--- src/rtl/wdog_pkg.sv ---
package wdog_pkg;
  localparam int REG_W = 16;
  localparam int ADDR_W = 3;
  localparam int TO_W = 8;
  localparam int TO_LSB = 8;
  localparam int PRE_W = 8;

  localparam logic [ADDR_W-1:0] OFF_CTRL  = 3'd0;
  localparam logic [ADDR_W-1:0] OFF_SVC   = 3'd1;
  localparam logic [ADDR_W-1:0] OFF_CAUSE = 3'd2;
  localparam logic [ADDR_W-1:0] OFF_INTC  = 3'd3;
  localparam logic [ADDR_W-1:0] OFF_MISC  = 3'd4;

  localparam int CTRL_EN  = 0;
  localparam int CTRL_SRS = 1;
  localparam int CTRL_WDA = 2;

  localparam int INTC_IEN = 15;
  localparam int INTC_STS = 14;

  localparam logic [1:0] CAUSE_SW = 2'b01;
  localparam logic [1:0] CAUSE_TO = 2'b10;

  localparam logic [REG_W-1:0] KEY_FIRST  = 16'h5555;
  localparam logic [REG_W-1:0] KEY_SECOND = 16'hAAAA;
endpackage

--- src/rtl/wdog_dcnt.sv ---
module wdog_dcnt #(
  parameter int W = 9
) (
  input  logic         clk_i,
  input  logic         rst_ni,
  input  logic         tick_i,
  input  logic         load_i,
  input  logic [W-1:0] load_val_i,
  output logic [W-1:0] cnt_o,
  output logic         done_o
);
  logic [W-1:0] cnt_q;
  logic         done_q;

  always_ff @(posedge clk_i or negedge rst_ni) begin
    if (!rst_ni) begin
      cnt_q  <= '0;
      done_q <= 1'b0;
    end else begin
      done_q <= 1'b0;
      if (load_i) begin
        cnt_q <= load_val_i;
      end else if (tick_i && cnt_q != '0) begin
        cnt_q  <= cnt_q - 1'b1;
        done_q <= (cnt_q == W'(1));
      end
    end
  end

  assign cnt_o  = cnt_q;
  assign done_o = done_q;
endmodule

--- src/rtl/wdog_svc.sv ---
module wdog_svc
  import wdog_pkg::*;
(
  input  logic             clk_i,
  input  logic             rst_ni,
  input  logic             wr_i,
  input  logic [REG_W-1:0] data_i,
  output logic [REG_W-1:0] last_o,
  output logic             reload_o
);
  logic [REG_W-1:0] last_q;

  always_ff @(posedge clk_i or negedge rst_ni) begin
    if (!rst_ni)   last_q <= '0;
    else if (wr_i) last_q <= data_i;
  end

  // key pair must be back to back on the service offset
  assign reload_o = wr_i && (last_q == KEY_FIRST) && (data_i == KEY_SECOND);
  assign last_o   = last_q;
endmodule

--- src/rtl/wdog_top.sv ---
module wdog_top
  import wdog_pkg::*;
#(
  parameter logic [PRE_W-1:0] PRE_DEF = 8'd4,
  parameter bit               PRE_EN  = 1'b1
) (
  input  logic              clk_i,
  input  logic              rst_ni,
  input  logic              tick_i,
  input  logic              wr_en_i,
  input  logic [ADDR_W-1:0] addr_i,
  input  logic [REG_W-1:0]  wdata_i,
  output logic [REG_W-1:0]  rdata_o,
  output logic              rst_req_o,
  output logic              irq_o
);
  localparam int CNT_W = TO_W + 1;

  logic              en_q, wda_q, ctrl_seen_q;
  logic [TO_W-1:0]   to_q;
  logic              pde_q;
  logic [1:0]        cause_q;
  logic              rst_req_q;
  logic              ien_q, sts_q, intc_lock_q;
  logic [PRE_W-1:0]  pre_q;
  logic              pre_done;

  logic wr_ctrl, wr_svc, wr_intc, wr_misc;
  assign wr_ctrl = wr_en_i && addr_i == OFF_CTRL;
  assign wr_svc  = wr_en_i && addr_i == OFF_SVC;
  assign wr_intc = wr_en_i && addr_i == OFF_INTC && PRE_EN;
  assign wr_misc = wr_en_i && addr_i == OFF_MISC;

  // control write: effective values after locking
  logic [TO_W-1:0] to_nx;
  logic            en_nx, wda_nx, srs_wr, run_nx, run_now, ctrl_req;
  assign to_nx   = ctrl_seen_q ? to_q : wdata_i[TO_LSB +: TO_W];
  assign en_nx   = en_q | wdata_i[CTRL_EN];
  assign wda_nx  = wdata_i[CTRL_WDA];
  assign srs_wr  = wdata_i[CTRL_SRS];
  assign run_nx  = en_nx && to_nx != '0;
  assign run_now = en_q && to_q != '0;
  assign ctrl_req = wr_ctrl && (!srs_wr || !wda_nx || (en_nx && to_nx == '0));

  logic [REG_W-1:0] svc_last;
  logic             svc_reload;

  wdog_svc i_svc (
    .clk_i    (clk_i),
    .rst_ni   (rst_ni),
    .wr_i     (wr_svc),
    .data_i   (wdata_i),
    .last_o   (svc_last),
    .reload_o (svc_reload)
  );

  logic             m_load, main_done;
  logic [CNT_W-1:0] m_val, cnt_main;
  assign m_load = wr_ctrl || (svc_reload && run_now);
  assign m_val  = wr_ctrl ? (run_nx ? {1'b0, to_nx} + 1'b1 : '0)
                          : {1'b0, to_q} + 1'b1;

  wdog_dcnt #(.W(CNT_W)) i_main_cnt (
    .clk_i      (clk_i),
    .rst_ni     (rst_ni),
    .tick_i     (tick_i),
    .load_i     (m_load),
    .load_val_i (m_val),
    .cnt_o      (cnt_main),
    .done_o     (main_done)
  );

  always_ff @(posedge clk_i or negedge rst_ni) begin
    if (!rst_ni) begin
      en_q        <= 1'b0;
      wda_q       <= 1'b1;
      to_q        <= '0;
      ctrl_seen_q <= 1'b0;
    end else if (wr_ctrl) begin
      en_q        <= en_nx;
      wda_q       <= wda_nx;
      to_q        <= to_nx;
      ctrl_seen_q <= 1'b1;
    end
  end

  always_ff @(posedge clk_i or negedge rst_ni) begin
    if (!rst_ni) begin
      cause_q   <= '0;
      rst_req_q <= 1'b0;
      pde_q     <= 1'b1;
    end else begin
      rst_req_q <= ctrl_req | (main_done & en_q);
      if (main_done)              cause_q <= CAUSE_TO;
      if (wr_ctrl && !srs_wr)     cause_q <= CAUSE_SW;
      if (wr_misc)                pde_q   <= wdata_i[0];
    end
  end

  generate
    if (PRE_EN) begin : g_pre
      logic             ien_eff, p_run, p_load;
      logic [PRE_W-1:0] pre_eff;
      logic [CNT_W-1:0] p_base, p_val;

      assign ien_eff = (wr_intc && !intc_lock_q) ? wdata_i[INTC_IEN] : ien_q;
      assign pre_eff = (wr_intc && !intc_lock_q) ? wdata_i[PRE_W-1:0] : pre_q;
      assign p_base  = m_load ? m_val : cnt_main;
      assign p_run   = m_load ? (m_val != '0) : (run_now && cnt_main != '0);
      assign p_load  = m_load || wr_intc;
      assign p_val   = (p_run && ien_eff && p_base > CNT_W'(pre_eff))
                       ? p_base - CNT_W'(pre_eff) : '0;

      logic [CNT_W-1:0] cnt_pre;
      wdog_dcnt #(.W(CNT_W)) i_pre_cnt (
        .clk_i      (clk_i),
        .rst_ni     (rst_ni),
        .tick_i     (tick_i),
        .load_i     (p_load),
        .load_val_i (p_val),
        .cnt_o      (cnt_pre),
        .done_o     (pre_done)
      );

      always_ff @(posedge clk_i or negedge rst_ni) begin
        if (!rst_ni) begin
          ien_q       <= 1'b0;
          pre_q       <= PRE_DEF;
          intc_lock_q <= 1'b0;
          sts_q       <= 1'b0;
        end else begin
          if (wr_intc) begin
            ien_q       <= ien_eff;
            pre_q       <= pre_eff;
            intc_lock_q <= 1'b1;
          end
          if (pre_done)                             sts_q <= 1'b1;
          else if (wr_intc && wdata_i[INTC_STS])    sts_q <= 1'b0;
        end
      end
    end else begin : g_no_pre
      assign ien_q       = 1'b0;
      assign pre_q       = PRE_DEF;
      assign intc_lock_q = 1'b0;
      assign sts_q       = 1'b0;
      assign pre_done    = 1'b0;
    end
  endgenerate

  always_comb begin
    rdata_o = '0;
    case (addr_i)
      OFF_CTRL:  rdata_o = {to_q, 5'b0, wda_q, 1'b1, en_q};
      OFF_SVC:   rdata_o = svc_last;
      OFF_CAUSE: rdata_o = {14'b0, cause_q};
      OFF_INTC:  rdata_o = {ien_q, sts_q, 6'b0, pre_q};
      OFF_MISC:  rdata_o = {15'b0, pde_q};
      default:   rdata_o = '0;
    endcase
  end

  assign rst_req_o = rst_req_q;
  assign irq_o     = sts_q;
endmodule

--- config.mk ---
export PLATFORM = sky130hd
export DESIGN_NAME = wdog_top
export DESIGN_NICKNAME = d
export VERILOG_FILES = /design/src/rtl/wdog_pkg.sv /design/src/rtl/wdog_dcnt.sv /design/src/rtl/wdog_svc.sv /design/src/rtl/wdog_top.sv
export SDC_FILE = /design/constraint.sdc
export NUM_CORES = 1
export LEC_CHECK = 0
export ABC_AREA = 1
export BUFFER_PORTS_ARGS = -buffer_cell sky130_fd_sc_hd__buf_2
export CAP_MARGIN = 40
export CORE_MARGIN = 4
export CORE_UTILIZATION = 60
export DETAILED_ROUTE_END_ITERATION = 8
export GPL_TIMING_DRIVEN = 0
export PLACE_DENSITY = 0.8
export SYNTH_ARGS = -nofsm -noshare
export SYNTH_HDL_FRONTEND = slang
export SYNTH_SLANG_ARGS = --single-unit
export TNS_END_PERCENT = 20
--- constraint.sdc ---
create_clock -name clk_i -period 4.4 [get_ports clk_i]
set_input_delay 0.22 -clock clk_i [delete_from_list [all_inputs] [get_ports clk_i]]
set_output_delay 0.22 -clock clk_i [all_outputs]
set_load 0.01 [all_outputs]
# After elaboration in Yosys (flattened, before gate mapping)
# Index checks and enable logic that the tools add are counted.
[totals] output_inout_bits=18 input_bits=23 wordCells=91 register_bits=62
[classes] n_mux=21 add_sub_neg=5 n_lt_le_gt_ge=1 reduce_logical=37 bitwise_logic=3 eq_ne=8
[ops] op="$pmux 16 s5" n=1
[ops] op="$mux 9" n=8
[ops] op="$reduce_bool 9->1" n=3
[ops] op="$logic_and 1x1->1" n=19
[ops] op="$add 8x1->9 const B" n=2
[ops] op="$eq 9x1->1 const B" n=2
[ops] op="$sub 9x1->9 const B" n=2
[ops] op="$eq 16x15->1 const B" n=1
[ops] op="$eq 16x16->1 const B" n=1
[ops] op="$mux 8" n=2
[ops] op="$reduce_bool 8->1" n=2
[ops] op="$gt 9x8->1" n=1
[ops] op="$sub 9x8->9" n=1
[ops] op="$logic_not 8->1" n=1
[ops] op="$mux 1" n=8
[ops] op="$reduce_bool 2->1" n=4
[ops] op="$eq 3x2->1 const B" n=2
[ops] op="$logic_or 1x1->1" n=4
[ops] op="$mux 2" n=2
[ops] op="$eq 3x1->1 const B" n=1
[ops] op="$eq 3x3->1 const B" n=1
[ops] op="$logic_not 1->1" n=3
[ops] op="$logic_not 3->1" n=1
[ops] op="$or 1x1->1" n=2
[ops] op="$and 1x1->1" n=1

# Longest topological paths before layout
[depth] ltp_word=11 mapped_depth=25 mapped_depth_nobuf=24

# Cells and area by module
# A second synthesis with hierarchy kept.
[hier_totals] cells_unflattened=688 hier_area_um2=4697.0
[by_module_without_submodules] module="wdog_top" cells_each=401 seq_area_each_um2=654.4 instances=1 area_per_inst_um2=2526.2
[by_module_without_submodules] module="wdog_dcnt" cells_each=101 seq_area_each_um2=250.2 instances=2 area_per_inst_um2=716.9
[by_module_without_submodules] module="wdog_svc" cells_each=85 seq_area_each_um2=400.4 instances=1 area_per_inst_um2=737.0

# Worst setup path before layout
# OpenSTA, ideal clock, no wires.
[synth_path] path_type="register to register" start="reg to_q[0]" end="reg g_pre.i_pre_cnt.cnt_q[1] (netlist: g_pre.i_pre_cnt.cnt_o[1])" period_less_slack_ns=3.182 t_arrival_ns=3.109 setup_ns=0.073 n_path_buf=2 slack_ns=1.218 path_stages_with_launch=24 t_required_ns=4.327 cell_sequence="dfrtp_1 > inv_1 > ha_1 > nand2_1 > nor2_1 > nand2_1 > nand2_1 > nor2_1 > nand2_1 > nand2_2 > buf_4 > clkbuf_1 > o21ai_0 > ha_1 > nand2_1 > o21ai_0 > nand3_1 > nand3_1 > nand2_1 > nand2_1 > nand2_1 > a21oi_4 > nand3_1 > a21oi_2"
[synth_via] elab_chain_len=11 word_cells_on_any_way=23 classes_between="add/sub: 3; order compare: 1; mux: 7; reduce/logical: 12"
[synth_rtl] element="from (decl)" line="wdog_top.sv:20" text="logic [TO_W-1:0] to_q;"
[synth_rtl] element="from (signal assigned)" line="wdog_top.sv:82" text="to_q <= to_nx;"
[synth_rtl] element="parallel branches: the longest is 11 deep, another holds $add 8x1->9"
[synth_rtl] element="to (signal assigned)" line="wdog_dcnt.sv:22" text="cnt_q <= load_val_i;"
[synth_rtl] element="to (signal assigned)" line="wdog_dcnt.sv:24" text="cnt_q <= cnt_q - 1'b1;"
[synth_rtl] element="to (decl)" line="wdog_dcnt.sv:12" text="logic [W-1:0] cnt_q;"
# Parallel ways; which one is timed is not known.
# A chain may end at the register's enable or synchronous reset.

# Worst setup path in the final report
[layout_path] start="reg to_q[0]" end="reg g_pre.i_pre_cnt.cnt_q[7] (netlist: g_pre.i_pre_cnt.cnt_o[7])"
# Same word-level chain as after synthesis.

==> flow_summary.json <==
{
  "port-buffer-count": 40,
  "ys_warn_count": 0,
  "synthSimpleGateAreaFrac_pct": 30.9,
  "p_leak_nw": 2.57,
  "vias": 4494,
  "worstMarginPinSlew_ps": 788,
  "p_per_area_nw_per_um2": 397,
  "drt_pass1_iterations": 6,
  "synth_top_family_by_area": "simple AND/OR/NAND/NOR gates",
  "syn_to_final_growth_pct": 11.7,
  "syn_area_um2": 4420,
  "period_minus_slack_ps": 3890,
  "rsz0062_at_grt": "no",
  "setup_ws_ps": 510,
  "required_ps": 4690,
  "crit_buf_inv": 3,
  "fp.dieH_um": 93.8,
  "clock-sinks": 62,
  "irDropWorstVdd_mv": 0.197,
  "regArea_um2": 1560,
  "end_kind": "register",
  "synth_compound_area_share_pct": 15.5,
  "cp_max_fo": 10,
  "grt_max_degree": 63,
  "path_delay_family": "simple AND/OR/NAND/NOR gates",
  "synth.net_count": 683,
  "maxCapViolCount": 0,
  "max_slew_margin_pct": 47.5,
  "min_path_type": "in -> reg",
  "layout_commonest_cell": "nand2_1",
  "multi_input_area_um2": 2390,
  "drc_errors": 0,
  "place_congestion": 0.915,
  "fin_skew_ps": 13.1,
  "fin_area_um2": 4930,
  "synth_seq_cells": 62,
  "cts.htree.levels": 3,
  "dp_cells": 782,
  "layout_common_cells": "nand2_1, inv_1, o21ai_0, nor2_1, dfrtp_1",
  "muxShareOfSynthArea_pct": 0.255,
  "nNetsFinal": 735,
  "die_w_um": 93.8,
  "grt_pass1_wl_mm": 20.1,
  "gr-total-overflow": 0,
  "grtUsageTotal_pct": 29.1,
  "drtIter0Drc": 294,
  "wl_per_cell_um": 15.0,
  "critPathLaunchType": "register",
  "dieArea_um2": 8800,
  "initial_core_util_pct": 61.3,
  "crit_arrival_ps": 4180,
  "n_antenna_cell": 0,
  "root_buffer": "clkbuf_8",
  "synth-adder-area-share_pct": 4.98,
  "core_area_um2": 7210,
  "clk_pin_slew_ps": 90,
  "cpMostUsedCell": "nand2_1",
  "run_status": "complete, no violations",
  "final_cells": 799,
  "hpwl_mm": 9.08,
  "cpPeakStageDelay_ps": 440,
  "grt_pass1_vias": 4198,
  "fillers": 629,
  "slowest_stage": "dfrtp_1",
  "io_pins": 41,
  "placed_area_um2": 4750,
  "wirelength_mm": 12.0,
  "clkLatencyLatePin_ps": 360,
  "synth-seq-area-share_pct": 35.2,
  "avgSynthCellArea_um2": 6.87,
  "vias_per_cell": 5.62,
  "hold_viol": 0,
  "pre_cts_slack_ps": 536,
  "tns_ps": 0,
  "crit_path_cell_trace": "inv_1 -> ha_1 -> nand2_1 -> nor2_1 -> nand2_1 -> nand2_1 -> nor2_1 -> nand2_1 -> nand2_2 -> buf_4 -> clkbuf_1 -> o21ai_0 -> ha_1 -> nand2_1 -> o21ai_1 -> nand3_1 -> nand3_1 -> nand2_1 -> nand2_1 -> nand2_1 -> a21oi_4 -> nand3_1 -> a21oi_1",
  "fin_crit_sh_pct": 88.4,
  "cts_tree": "built",
  "slew_viol_final": 0,
  "post_cts_buffers": 0,
  "synth.distinct_cells": 47,
  "fmax_ghz": 0.257,
  "syn_inst": 643,
  "rows": 31,
  "final_layout_size_suffix_gt1_share_pct": 13.7,
  "total_power_mw": 1.96,
  "crit_type": "reg -> reg",
  "cts_buffers": 9,
  "cts_buffer_depth": 2,
  "synthXorXnorAreaFrac_pct": 2.58,
  "antenna_found_initial": 0,
  "ant_nets": 0,
  "setup_viol": 0
}
## final timing paths
| path | from | to | slack (ps) | cells past startpoint |
|---|---|---|---|---|
| worst max-delay path | to_q[0]$_DFFE_PN0N_ | g_pre.i_pre_cnt.cnt_o[7]$_DFFE_PN0P_ | 510 | 23 |
| worst min-delay path | wdata_i[7] | i_svc.last_o[7]$_DFFE_PN0P_ | 80 | 3 |
| worst max register to register | to_q[0]$_DFFE_PN0N_ | g_pre.i_pre_cnt.cnt_o[7]$_DFFE_PN0P_ | 510 | 23 |
| worst min register to register | g_pre.i_pre_cnt.done_o$_DFF_PN0_ | irq_o$_DFFE_PN0P_ | 450 | 1 |
| max in group asynchronous | rst_ni | i_main_cnt.cnt_o[0]$_DFFE_PN0P_ | 3390 | 2 |
| min in group asynchronous | rst_ni | pre_q[5]$_DFFE_PN0N_ | 480 | 2 |
## worst reg2reg max path, delay by kind of cell (launching register included)
family / cells / cell delay, ps
flip-flops: 1 / 440
adder cells (fa/ha/maj): 2 / 590
AO/OA/AOI/OAI: 4 / 890
AND/OR/NAND/NOR: 14 / 1270
buffers and inverters: 3 / 630
## state kept, by name, indices dropped and copies added (netlist names)
signal / count
intc_lock_q: 1
g_pre.i_pre_cnt.done_o: 1
en_q: 1
g_pre.i_pre_cnt.cnt_o: 9
irq_o: 1
pre_q: 8
to_q: 8
wda_q: 1
pde_q: 1
i_svc.last_o: 16
cause_q: 2
rst_req_o: 1
i_main_cnt.done_o: 1
ctrl_seen_q: 1
ien_q: 1
i_main_cnt.cnt_o: 9
## routing by layer
layer | part of all wire [%] | track usage (%)
met1 | 43 | 39.2
met2 | 46 | 46.8
met3 | 8.3 | 5.53
met4 | 2.7 | 9.87
met5 | 0 | 0
## report_power, final
| part | internal, mW | switching, mW | total, mW |
|---|---|---|---|
| clock | 0.210 | 0.269 | 0.479 |
| sequential | 0.680 | 0.0927 | 0.773 |
| combinational | 0.270 | 0.439 | 0.708 |
## metrics by stage
step	utilization, %	hold WS, ps
2_1_floorplan	-	-75.6
3_3_place_gp	65.7	432
3_5_place_dp	65.8	358
4_1_cts	68.4	81.4
5_1_grt	68.4	85.2
6_report	68.4	78.9
## synthesized netlist by cell type (all sizes together)
library cell,instances,area [µm²]
nand3,41,220
clkbuf,7,26.3
and2,1,6.26
nand3b,4,30.0
nor3,7,35.0
o31ai,3,22.5
a22oi,1,7.51
dfrtp,59,1480
a31oi,3,18.8
a221o,1,10.0
xnor2,6,52.6
ha,16,200
inv,106,400
or2,7,43.8
o21bai,3,22.5
mux2,1,11.3
nor4,2,12.5
o211ai,3,22.5
nor2,66,270
a21o,2,15.0
buf,5,42.5
a221oi,1,8.76
nand2,179,711
nand4,6,37.5
o22ai,3,18.8
o221ai,4,35.0
fa,1,20.0
o311ai,1,8.76
a21oi,20,119
dfstp,3,78.8
o21ai,74,374
xor2,7,61.3
## cells by family (layout without fill, tap and decap cells)
family | Yosys count | in the layout
buffers and inverters | 118 | 175
AO/OA/AOI/OAI | 119 | 119
AND/OR/NAND/NOR | 313 | 313
flip-flops | 62 | 62
multiplexers | 1 | 1
XOR/XNOR | 13 | 13
adder cells (fa/ha/maj) | 17 | 17
## repair_timing
action	4_1_cts	5_1_grt
endpoints found under the hold margin	59	0
setup endpoints to repair	0	9
resized for setup	0	1
hold buffers	1	0
## layout make-up
cell class	instances	share of cell area (%)
clock buffers	9	2.51
multi-input cells	463	48.5
well taps	99	2.51
repair buffers	41	4.31
clock inverters	7	1.12
flip-flops and latches	62	31.5
plain buffers	12	1.39
inverters	106	8.11
Note: power is estimated with default switching activity, not from simulation.
